`src/rtl/desc_dma_pkg.sv`:
```
package desc_dma_pkg;

    // Word and descriptor geometry
    localparam int unsigned DW         = 32;
    localparam int unsigned WORD_BYTES = DW / 8;
    localparam int unsigned WORD_SH    = $clog2(WORD_BYTES);
    localparam int unsigned SLOT_BITS  = 5;

    // Descriptor word indices inside a slot
    localparam logic [1:0] FLD_SRC  = 2'd0;
    localparam logic [1:0] FLD_DST  = 2'd1;
    localparam logic [1:0] FLD_LINK = 2'd2;
    localparam logic [1:0] FLD_CNT  = 2'd3;

    typedef enum logic [2:0] {
        ST_IDLE,
        ST_FETCH,
        ST_FWAIT,
        ST_RD,
        ST_RWAIT,
        ST_WR
    } st_e;

    typedef struct packed {
        st_e           st;
        logic [1:0]    fld;
        logic [DW-1:0] cur;
        logic [DW-1:0] src;
        logic [DW-1:0] dst;
        logic [DW-1:0] nxt;
        logic [DW-1:0] cnt;
        logic [DW-1:0] data;
        logic          last;
        logic          done;
    } regs_t;

endpackage

```
`src/rtl/desc_dma_link.sv`:
```
module desc_dma_link #(
    parameter int unsigned W  = 32,
    parameter int unsigned AB = 5
) (
    input  logic [W-1:0] word,
    output logic [W-1:0] next_addr,
    output logic         last
);
    localparam logic [W-1:0] HI_MASK = ~((W'(1) << AB) - W'(1));

    assign next_addr = word & HI_MASK;
    assign last      = word[0];
endmodule

```
`src/rtl/desc_dma_req.sv`:
```
module desc_dma_req
    import desc_dma_pkg::*;
#(
    parameter int unsigned W  = 32,
    parameter int unsigned SH = 2
) (
    input  st_e          st,
    input  logic [1:0]   fld,
    input  logic [W-1:0] cur,
    input  logic [W-1:0] src,
    input  logic [W-1:0] dst,
    input  logic [W-1:0] data,
    output logic         valid,
    output logic         we,
    output logic [W-1:0] addr,
    output logic [W-1:0] wdata
);
    logic [W-1:0] fld_off;

    assign fld_off = {{(W-2){1'b0}}, fld} << SH;

    always_comb begin
        valid = 1'b0;
        we    = 1'b0;
        addr  = '0;
        wdata = '0;
        case (st)
            ST_FETCH: begin
                valid = 1'b1;
                addr  = cur + fld_off;
            end
            ST_RD: begin
                valid = 1'b1;
                addr  = src;
            end
            ST_WR: begin
                valid = 1'b1;
                we    = 1'b1;
                addr  = dst;
                wdata = data;
            end
            default: ;
        endcase
    end
endmodule

```
`src/rtl/desc_dma.sv`:
```
module desc_dma
    import desc_dma_pkg::*;
#(
    parameter int unsigned ALIGN_BITS = SLOT_BITS
) (
    input  logic          clk,
    input  logic          rst_n,
    input  logic          start,
    input  logic [DW-1:0] start_addr,
    output logic          busy,
    output logic          done,
    output logic          req_valid,
    input  logic          req_ready,
    output logic          req_we,
    output logic [DW-1:0] req_addr,
    output logic [DW-1:0] req_wdata,
    input  logic          rsp_valid,
    input  logic [DW-1:0] rsp_rdata
);
    localparam logic [DW-1:0] SLOT_MASK = ~((DW'(1) << ALIGN_BITS) - DW'(1));
    localparam logic [DW-1:0] CNT_MASK  = ~(DW'(WORD_BYTES) - DW'(1));
    localparam logic [DW-1:0] STEP      = DW'(WORD_BYTES);

    regs_t         r_q, r_d;
    logic [DW-1:0] link_addr;
    logic          link_last;
    logic [DW-1:0] cnt_in;
    logic          finish;
    logic [DW-1:0] cur_desc_w;

    desc_dma_link #(.W(DW), .AB(ALIGN_BITS)) u_link (
        .word      (rsp_rdata),
        .next_addr (link_addr),
        .last      (link_last)
    );

    desc_dma_req #(.W(DW), .SH(WORD_SH)) u_req (
        .st    (r_q.st),
        .fld   (r_q.fld),
        .cur   (r_q.cur),
        .src   (r_q.src),
        .dst   (r_q.dst),
        .data  (r_q.data),
        .valid (req_valid),
        .we    (req_we),
        .addr  (req_addr),
        .wdata (req_wdata)
    );

    assign cnt_in = rsp_rdata & CNT_MASK;

    always_comb begin
        r_d    = r_q;
        finish = 1'b0;
        case (r_q.st)
            ST_IDLE: begin
                if (start) begin
                    r_d.cur  = start_addr & SLOT_MASK;
                    r_d.fld  = FLD_SRC;
                    r_d.done = 1'b0;
                    r_d.st   = ST_FETCH;
                end
            end
            ST_FETCH: begin
                if (req_ready) r_d.st = ST_FWAIT;
            end
            ST_FWAIT: begin
                if (rsp_valid) begin
                    case (r_q.fld)
                        FLD_SRC:  r_d.src = rsp_rdata;
                        FLD_DST:  r_d.dst = rsp_rdata;
                        FLD_LINK: begin
                            r_d.nxt  = link_addr;
                            r_d.last = link_last;
                        end
                        default:  r_d.cnt = cnt_in;
                    endcase
                    if (r_q.fld == FLD_CNT) begin
                        if (cnt_in == '0) finish = 1'b1;
                        else              r_d.st = ST_RD;
                    end else begin
                        r_d.fld = r_q.fld + 2'd1;
                        r_d.st  = ST_FETCH;
                    end
                end
            end
            ST_RD: begin
                if (req_ready) r_d.st = ST_RWAIT;
            end
            ST_RWAIT: begin
                if (rsp_valid) begin
                    r_d.data = rsp_rdata;
                    r_d.st   = ST_WR;
                end
            end
            ST_WR: begin
                if (req_ready) begin
                    r_d.src = r_q.src + STEP;
                    r_d.dst = r_q.dst + STEP;
                    r_d.cnt = r_q.cnt - STEP;
                    if (r_q.cnt == STEP) finish = 1'b1;
                    else                 r_d.st = ST_RD;
                end
            end
            default: r_d.st = ST_IDLE;
        endcase

        if (finish) begin
            if (r_q.last) begin
                r_d.st   = ST_IDLE;
                r_d.done = 1'b1;
            end else begin
                r_d.cur = r_q.nxt;
                r_d.fld = FLD_SRC;
                r_d.st  = ST_FETCH;
            end
        end
    end

    always_ff @(posedge clk) begin
        if (!rst_n) begin
            r_q <= '{st: ST_IDLE, fld: 2'd0, default: '0};
        end else begin
            r_q <= r_d;
        end
    end

    assign busy       = (r_q.st != ST_IDLE);
    assign done       = r_q.done;
    assign cur_desc_w = r_q.cur;
endmodule

```
`config.mk`:
```
export PLATFORM = sky130hd
export DESIGN_NAME = desc_dma
export DESIGN_NICKNAME = d
export VERILOG_FILES = /design/src/rtl/desc_dma_pkg.sv /design/src/rtl/desc_dma_link.sv /design/src/rtl/desc_dma_req.sv /design/src/rtl/desc_dma.sv
export SDC_FILE = /design/constraint.sdc
export NUM_CORES = 1
export LEC_CHECK = 0
export BUFFER_PORTS_ARGS = -buffer_cell sky130_fd_sc_hd__buf_2
export CORE_MARGIN = 2
export CORE_UTILIZATION = 45
export DETAILED_ROUTE_END_ITERATION = 8
export SYNTH_ARGS = -nofsm -noshare
export SYNTH_HDL_FRONTEND = slang
export SYNTH_SLANG_ARGS = --single-unit
export TNS_END_PERCENT = 30
```
`constraint.sdc`:
```
create_clock -name clk -period 2.6 [get_ports clk]
set_input_delay 0.13 -clock clk [delete_from_list [all_inputs] [get_ports clk]]
set_output_delay 0.13 -clock clk [all_outputs]
set_load 0.02 [all_outputs]
```
Word-level counts from Yosys, hierarchy flattened
Index checks and enable logic that the tools add are counted.
{"block": "totals", "n_memories": 0, "register_bits": 194, "output_inout_bits": 68, "in_bits": 69, "mem_bits_ro": 0, "latch_bits": 0, "ram_bits": 0, "elab_cells": 89}
{"block": "op_classes", "n_eq_ne": 22, "n_reduce_logical": 13, "n_bitwise": 0, "shift": 0, "n_addsub": 5, "n_mux": 39, "order_cmp": 0, "multipliers": 0, "div": 0}
{"cell": "$mux 32", "count": 7}
{"cell": "$mux 128", "count": 1}
{"cell": "$pmux 64 s2", "count": 1}
{"cell": "$pmux 32 s3", "count": 1}
{"cell": "$mux 37", "count": 2}
{"cell": "$add 32x3->32 const B", "count": 2}
{"cell": "$mux 64", "count": 1}
{"cell": "$pmux 32 s2", "count": 1}
{"cell": "$mux 34", "count": 1}
{"cell": "$add 32x4->32", "count": 1}
{"cell": "$eq 32x3->1 const B", "count": 1}
{"cell": "$logic_not 32->1", "count": 1}
{"cell": "$sub 32x3->32 const B", "count": 1}
{"cell": "$mux 3", "count": 7}
{"cell": "$ne 3x3->1 const B", "count": 7}
{"cell": "$pmux 3 s6", "count": 1}
{"cell": "$mux 1", "count": 12}
{"cell": "$reduce_and 4->1", "count": 3}
{"cell": "$reduce_and 8->1", "count": 1}
{"cell": "$eq 3x2->1 const B", "count": 2}
{"cell": "$eq 3x3->1 const B", "count": 2}
{"cell": "$ne 2x2->1 const B", "count": 3}
{"cell": "$reduce_or 3->1", "count": 2}
{"cell": "$mux 5", "count": 1}
{"cell": "other kinds (15)", "count": 17}

Depth between registers and ports, before layout
Gate-level depths: netlist (run 1).
{"block": "logic_depth", "ltp_word": 7, "mapped_depth": 9, "depth_no_buf": 7}

Cells and area by module
From an unflattened synthesis (run 1), not the netlist that was laid out.
{"block": "hier_totals", "cells_unflattened": 1536, "area_unflattened_um2": 11389.7}
{"mod": "desc_dma", "area_each_um2": 9726.8, "seq_area_each_um2": 3943.8, "n_inst": 1, "cells_each": 1280}
{"mod": "desc_dma_req", "area_each_um2": 1411.4, "seq_area_each_um2": 0.0, "n_inst": 1, "cells_each": 222}
{"mod": "desc_dma_link", "area_each_um2": 251.5, "seq_area_each_um2": 0.0, "n_inst": 1, "cells_each": 34}

Least setup slack after synthesis (run 1)
Ideal clock, no wire load.
{"block": "synth_path", "path_kind": "register to output", "startpoint": "register r_q[194] in the netlist's numbering", "endpoint": "output req_addr[30]", "n_path_buf": 0, "path_stages_with_launch": 8, "t_required_ns": 2.470, "setup_slack_ns": 0.326, "t_arrival_ns": 2.144, "cell_sequence": "dfxtp_1 -> ha_1 -> fa_1 -> nand4_1 -> nor4_2 -> nand4_1 -> xor2_1 -> o21ai_0"}
{"block": "synth_between", "elab_chain_len": 2}
{"element": "start, declared", "line_no": "desc_dma.sv:24", "rtl": "regs_t r_q, r_d;"}
{"element": "start signal, assigned", "line_no": "desc_dma.sv:124", "rtl": "r_q <= r_d;"}
{"element": "$add 32x4->32", "line_no": "desc_dma_req.sv:30", "rtl": "addr = cur + fld_off;"}
{"element": "$pmux 32 s3", "line_no": "desc_dma_req.sv:27", "rtl": "case (st)"}
{"element": "end, declared", "line_no": "desc_dma.sv:15", "rtl": "output logic [DW-1:0] req_addr,"}
Every way passes these cells.

Final worst setup path (run 1)
{"block": "layout_path", "startpoint": "register r_q[194] in the netlist's numbering", "endpoint": "output req_addr[18]"}
Same word-level chain as after synthesis.

==> impl_metrics.tcl, run 1 <==
set metrics [dict create \
    placementRows 58 \
    holdCritPathClass "in2reg" \
    met1_length_um 18100 \
    ir_drop_mv 0.407 \
    drt_pass1_iterations 6 \
    wl_met2_um 19100 \
    cts_buffers 17 \
    synth-edff-count 0 \
    fin_skew_ps 13.4 \
    insertion_delay_ps 440 \
    finalSetupViolations 3 \
    maxSlewViolCount 0 \
    timing.hold.ws_ps 10.5 \
    wire_per_inst_um 21.4 \
    clk_path_buf_depth 2 \
    slowest_stage "dfxtp_2" \
    p_leak_nw 4.84 \
    max_freq_mhz 374 \
    antenna_found_initial 1 \
    port_buffers 131 \
    p_per_area_nw_per_um2 606 \
    root_buffer "clkbuf_16" \
    ios 137 \
    place.gp.congestion 0.925 \
    grt_overflow 0 \
    crit_path_start_kind "register" \
    diodes 0 \
    reg2reg_to "r_q[118]" \
    r2r_start "r_q[101]" \
    worstHoldPathCells 3 \
    die-height_um 163 \
    r2r_slack_ps 170 \
    endpoint "req_addr[18]" \
    drt-initial-drc-count 1416 \
    cp_max_fo 5 \
    rsz0062_at_grt "true" \
    layout-drive-gt1-share 0.187 \
    path_cells "ha_4 > fa_2 > nand4_1 > nor4_4 > buf_4 > nand4_1 > xor2_1 > o211ai_1 > buf_4" \
    ys_ff_latch 192 \
    ant_nets 0 \
    ys_types 75 \
    violations "negative setup slack" \
    critical_path_arrival_ps 2550 \
    coreArea_um2 25000 \
    status "complete, but fails checks" \
    clkSinkCount 192 \
    initial_core_util 0.453 \
    clk_pin_slew_worst_paths_ps 80 \
    worst_slack_ps -75.5 \
    vias 12500 \
    cp_top_family "simple AND/OR/NAND/NOR gates" \
    vias_per_cell 6.29 \
    power_mw 8.05 \
    synth_area_um2 11300 \
    required_ps 2470 \
    grt_pass1_vias 11400 \
    max_stage_delay_ps 360 \
    grt_pass1_wl_um 65200 \
    drcViolationCount 0 \
    grt_max_degree 81 \
    syn_avg_cell_area_um2 7.41 \
    htree_levels 4 \
    cp.depth 9 \
    worstSetupStartpoint "r_q[194]" \
    async_reset_ff_frac 0 \
    track_usage 0.319 \
    die_w_um 163 \
    drt-total-wl_um 42500 \
    areaGrowthSynthToFinish_pct 17.5 \
    synth_flop_cell "dfxtp_1" \
    seq_area_frac_synth 0.340 \
    worst_slew_pin_slew_ps 1100 \
    cap_violations 0 \
    synth_cells 1527 \
    hold_violations 0 \
    relSlewSlack 0.263 \
    synth_warnings 0 \
    nets 1715 \
    die_area_um2 26400 \
    highest_layer "met5" \
    cts_tree "yes" \
    finalSetupTns_ps -113 \
    fill_cells 2510 \
    syn-num-nets 1603 \
    finalCritPeriodShare 1.03 \
    r2r_cells 6 \
    period_needed_ps 2680 \
    dpl.hpwl_um 29900 \
    final_util 0.533 \
    worst-setup-path-type "reg2out" \
    dr_wl_met3_um 3570 \
    crit_buf_inv 2 \
    crit_path_end_kind "output pin" \
]
-- cell usage after synthesis, drive strengths merged (5+ instances only) --
library cell / instances / share of area
a21o: 6 / 0.0040
a21oi: 153 / 0.068
a22oi: 25 / 0.017
a2bb2oi: 6 / 0.0046
a311oi: 6 / 0.0046
a31oi: 23 / 0.013
a32o: 5 / 0.0044
and2: 46 / 0.025
and3: 27 / 0.015
and4: 13 / 0.010
buf: 27 / 0.012
clkbuf: 93 / 0.031
dfxtp: 192 / 0.34
ha: 6 / 0.0066
inv: 20 / 0.0066
mux2: 24 / 0.024
mux2i: 22 / 0.019
nand2: 255 / 0.085
nand3: 52 / 0.023
nand4: 64 / 0.036
nor2: 76 / 0.025
nor2b: 6 / 0.0033
nor3: 51 / 0.023
nor3b: 8 / 0.0053
nor4: 35 / 0.024
o211ai: 8 / 0.0053
o21a: 8 / 0.0053
o21ai: 130 / 0.057
o22ai: 11 / 0.0061
o31a: 9 / 0.0070
or3: 13 / 0.0072
or4: 9 / 0.0070
xnor2: 17 / 0.013
xor2: 10 / 0.0077
-- timing repair --
item,in CTS,in global routing
gates resized for setup,14,13
endpoints found under the setup margin,16,19
hold buffers,5,0
gates cloned,1,0
hold endpoints to repair,9,0
pin swaps,2,1
buffers inserted,3,0
-- logic make-up (layout without fill, tap and decap cells) --
| logic type | after synthesis | after routing | share of synthesized area |
|---|---|---|---|
| AOI/OAI and AO/OA | 440 | 440 | 0.235 |
| xor gates and xnor gates | 27 | 27 | 0.0209 |
| adders and majority gates | 7 | 7 | 0.00840 |
| buffers and inverters | 142 | 267 | 0.0497 |
| DFF | 192 | 192 | 0.340 |
| muxes | 46 | 46 | 0.0433 |
| and+or+nand+nor | 673 | 673 | 0.303 |
-- metrics by stage --
stage          std cells  worst slack (ps)  cell area (µm²)
3_5_place_dp        1941               250            12600
4_1_cts             1982             -47.0            13300
5_1_grt             1982              -154            13300
2_1_floorplan       1527               326            11300
3_3_place_gp        1941               275            12600
6_report            1982             -75.5            13300
-- worst reg2reg max path, stage by stage (launching register included) --
cell and delay (ps):
dfxtp_1 460, ha_1 280, nand4_1 190, or3_1 650, or2_2 410, o31a_1 240
o22ai_1 130
-- layer usage --
metal	vias to the layer above	global-route usage
met5	-	0
li1	5825	-
met1	5930	0.426
met3	104	0.0721
met4	2	0.146
met2	602	0.491
-- where the power goes --
group	internal [mW]	total, mW	leakage [nW]	switching, mW
Sequential	3.10	3.32	1.55	0.215
Combinational	0.840	2.14	3.01	1.30
Clock	1.29	2.60	0.269	1.31
Total	5.23	8.05	4.84	2.82
-- state kept, by name, summed over array words and instances (netlist names) --
register,count
cur_desc_w,32
done,1
r_q,159
-- layout make-up --
cell class / count / area (µm²) / share of cell area
multi-input combinational: 1193 / 7010 / 0.527
sequential: 192 / 3850 / 0.289
timing repair buffer: 213 / 1370 / 0.103
clock buffer: 19 / 443 / 0.0333
tap: 330 / 413 / 0.0310
clock inverter: 13 / 123 / 0.00922
inverter: 22 / 86.3 / 0.00649
-- cell usage in the layout, fill, tap and decap left out, drive strengths merged, types with 46 or more instances in the layout --
| cell type | Yosys | layout |
|---|---|---|
| nand2 | 255 | 255 |
| nand4 | 64 | 64 |
| nand3 | 52 | 52 |
| buf | 27 | 208 |
| a21oi | 153 | 153 |
| nor2 | 76 | 76 |
| and2 | 46 | 46 |
| o21ai | 130 | 130 |
| dfxtp | 192 | 192 |
| nor3 | 51 | 51 |
-- worst min-delay path by stage --
stage	start	end
final	rsp_rdata[5]	r_q[7]
after global routing	rsp_rdata[8]	r_q[74]
after CTS	rsp_rdata[5]	r_q[7]
after detailed placement	rsp_rdata[1]	r_q[3]
after global placement	rsp_rdata[1]	r_q[3]
after floorplan	rsp_rdata[8]	r_q[10]
No activity file was read; power rests on OpenSTA's default activity.
==> run 2, diff against run 1 <==
--- a/config.mk
+++ b/config.mk
@@ -9,6 +9,7 @@
 export CORE_MARGIN = 2
 export CORE_UTILIZATION = 45
 export DETAILED_ROUTE_END_ITERATION = 8
+export PLACE_DENSITY_LB_ADDON = 0.08
 export SYNTH_ARGS = -nofsm -noshare
 export SYNTH_HDL_FRONTEND = slang
 export SYNTH_SLANG_ARGS = --single-unit
==> impl_metrics.tcl, run 2 (same netlist as run 1, synthesis figures left out) <==
set metrics [dict create \
    root_buffer "clkbuf_16" \
    instances_no_fill 1991 \
    die_area_um2 26400 \
    layout_commonest_cell "nand2_1" \
    antenna_found_initial 0 \
    rsz0062_at_grt "true" \
    clk_pin_slew_worst_paths_ps 80 \
    final_util 0.538 \
    htree_levels 4 \
    busiest_layer "met2" \
    r2r_slack_ps 130 \
    use_met2 0.531 \
    power_mw 8.23 \
    finalSetupViolations 1 \
    crit_path_end_kind "output pin" \
    track_usage 0.327 \
    worstHoldPathCells 3 \
    worst_slack_ps -5.05 \
    nets 1724 \
    top_register "r_q" \
    placed_cells 1940 \
    layout-drive-gt1-share 0.187 \
    vias 12400 \
    port_buffers 131 \
    ir_drop_mv 0.373 \
    worst-setup-path-type "reg2out" \
    relSlewSlack 0.204 \
    cap_violations 0 \
    die_w_um 163 \
    hold_end "r_q[22]" \
    drt_pass1_iterations 6 \
    fin_skew_ps 11.6 \
    hold_violations 0 \
    crit_path_start_kind "register" \
    die-height_um 163 \
    coreArea_um2 25000 \
    p_per_area_nw_per_um2 613 \
    drt-total-wl_um 43600 \
    maxSlewViolCount 0 \
    violations "negative setup slack" \
    drcViolationCount 0 \
    status "complete, but fails checks" \
    holdCritPathClass "in2reg" \
    cts_buffers 17 \
    finalCritPeriodShare 1.00 \
    ant_nets 0 \
    insertion_delay_ps 460 \
    r2r_cells 7 \
    r2r_start "r_q[52]" \
    areaGrowthSynthToFinish_pct 18.6 \
    clk_path_buf_depth 2 \
    max_freq_mhz 384 \
    initial_core_util 0.453 \
    worst_slew_pin_slew_ps 1190 \
    timing.hold.ws_ps 15.0 \
    mostFrequentLayoutCells "254 x nand2_1, 189 x dfxtp_1, 153 x a21oi_1, 125 x buf_2, 123 x o21ai_0" \
    drt-initial-drc-count 1438 \
    cts_tree "yes" \
    grt_pass1_vias 11600 \
    hold_path_startpoint "rsp_rdata[20]" \
    cp_max_fo 5 \
    critical_path_arrival_ps 2480 \
    period_needed_ps 2610 \
    grt_overflow 0 \
    dpl.hpwl_um 30200 \
    clkSinkCount 192 \
    grt_use_met3 0.0527 \
    grt_max_degree 116 \
    diodes 0 \
    required_ps 2470 \
    met1_usage 0.442 \
    wire_per_inst_um 21.9 \
    largest_reg_flops 159 \
    placementRows 58 \
    reg2reg_to "r_q[194]" \
    vias_per_cell 6.24 \
    grt_pass1_wl_um 66700 \
    worstSetupStartpoint "cur_desc_w[2]" \
    p_leak_nw 4.90 \
    fill_cells 2500 \
    finalSetupTns_ps -5.05 \
    place.gp.congestion 0.938 \
    ios 137 \
]
[run 2: changes by cell type in the layout (fill, tap and decap cells not counted), sizes merged]
cell	previous run	this run
dlygate4sd3	5	13
clkinv	7	10
clkinvlp	3	0
buf	208	209
bufinv	0	1
clkbuf	19	18
[run 2: metal layers]
| metal | vias up | wire length, µm | share of wire |
|---|---|---|---|
| met1 | 5975 | 18900 | 0.43 |
| met4 | 0 | 1240 | 0.028 |
| met2 | 517 | 20300 | 0.47 |
| met5 | - | 0 | 0 |
| met3 | 81 | 3160 | 0.072 |
| li1 | 5853 | - | - |
[run 2: repair_timing]
| action | 4_1_cts | 5_1_grt |
|---|---|---|
| endpoints found under the hold margin | 19 | 0 |
| pin swaps | 1 | 2 |
| buffers inserted | 2 | 3 |
| cloned | 1 | 0 |
| hold buffers | 13 | 0 |
| gates resized for setup | 12 | 18 |
| endpoints found under the setup margin | 14 | 51 |
[run 2: layout make-up]
class	instances	area [µm²]	share of cell area
Multi-Input combinational cell	1193	7030	0.524
Sequential cell	192	3850	0.287
Timing Repair Buffer	222	1440	0.107
Clock buffer	18	429	0.0320
Tap cell	330	413	0.0308
Clock inverter	14	174	0.0130
Inverter	22	85.1	0.00634
[run 2: report_power, final]
part           switching [mW]  internal [mW]
Sequential              0.199           3.10
Combinational            1.34          0.825
Clock                    1.38           1.38
[run 2: critical path, stage by stage (launching register included)]
cell      delay [ps]
dfxtp_2          360
ha_4             140
fa_2             200
nand4_1          200
nor4_4           210
buf_4            200
nand4_1          120
xor2_1           170
o211ai_1         230
buf_4            190
[run 2: worst max path at each step]
| stage | to | slack (ps) | cells past startpoint |
|---|---|---|---|
| floorplan | req_addr[30] | 330 | 7 |
| global placement | r_q[96] | 150 | 7 |
| detailed placement | r_q[94] | 120 | 7 |
| CTS | req_addr[18] | -90 | 9 |
| global route | req_addr[18] | -60 | 9 |
| finish | req_addr[18] | -5 | 9 |
[run 2: per-stage QoR]
| step | worst slack, ps | cell area, µm² |
|---|---|---|
| 2_1_floorplan | 326 | 11300 |
| 3_3_place_gp | 155 | 12500 |
| 3_5_place_dp | 121 | 12500 |
| 4_1_cts | -88.0 | 13300 |
| 6_report | -5.05 | 13400 |
| 5_1_grt | -63.0 | 13400 |
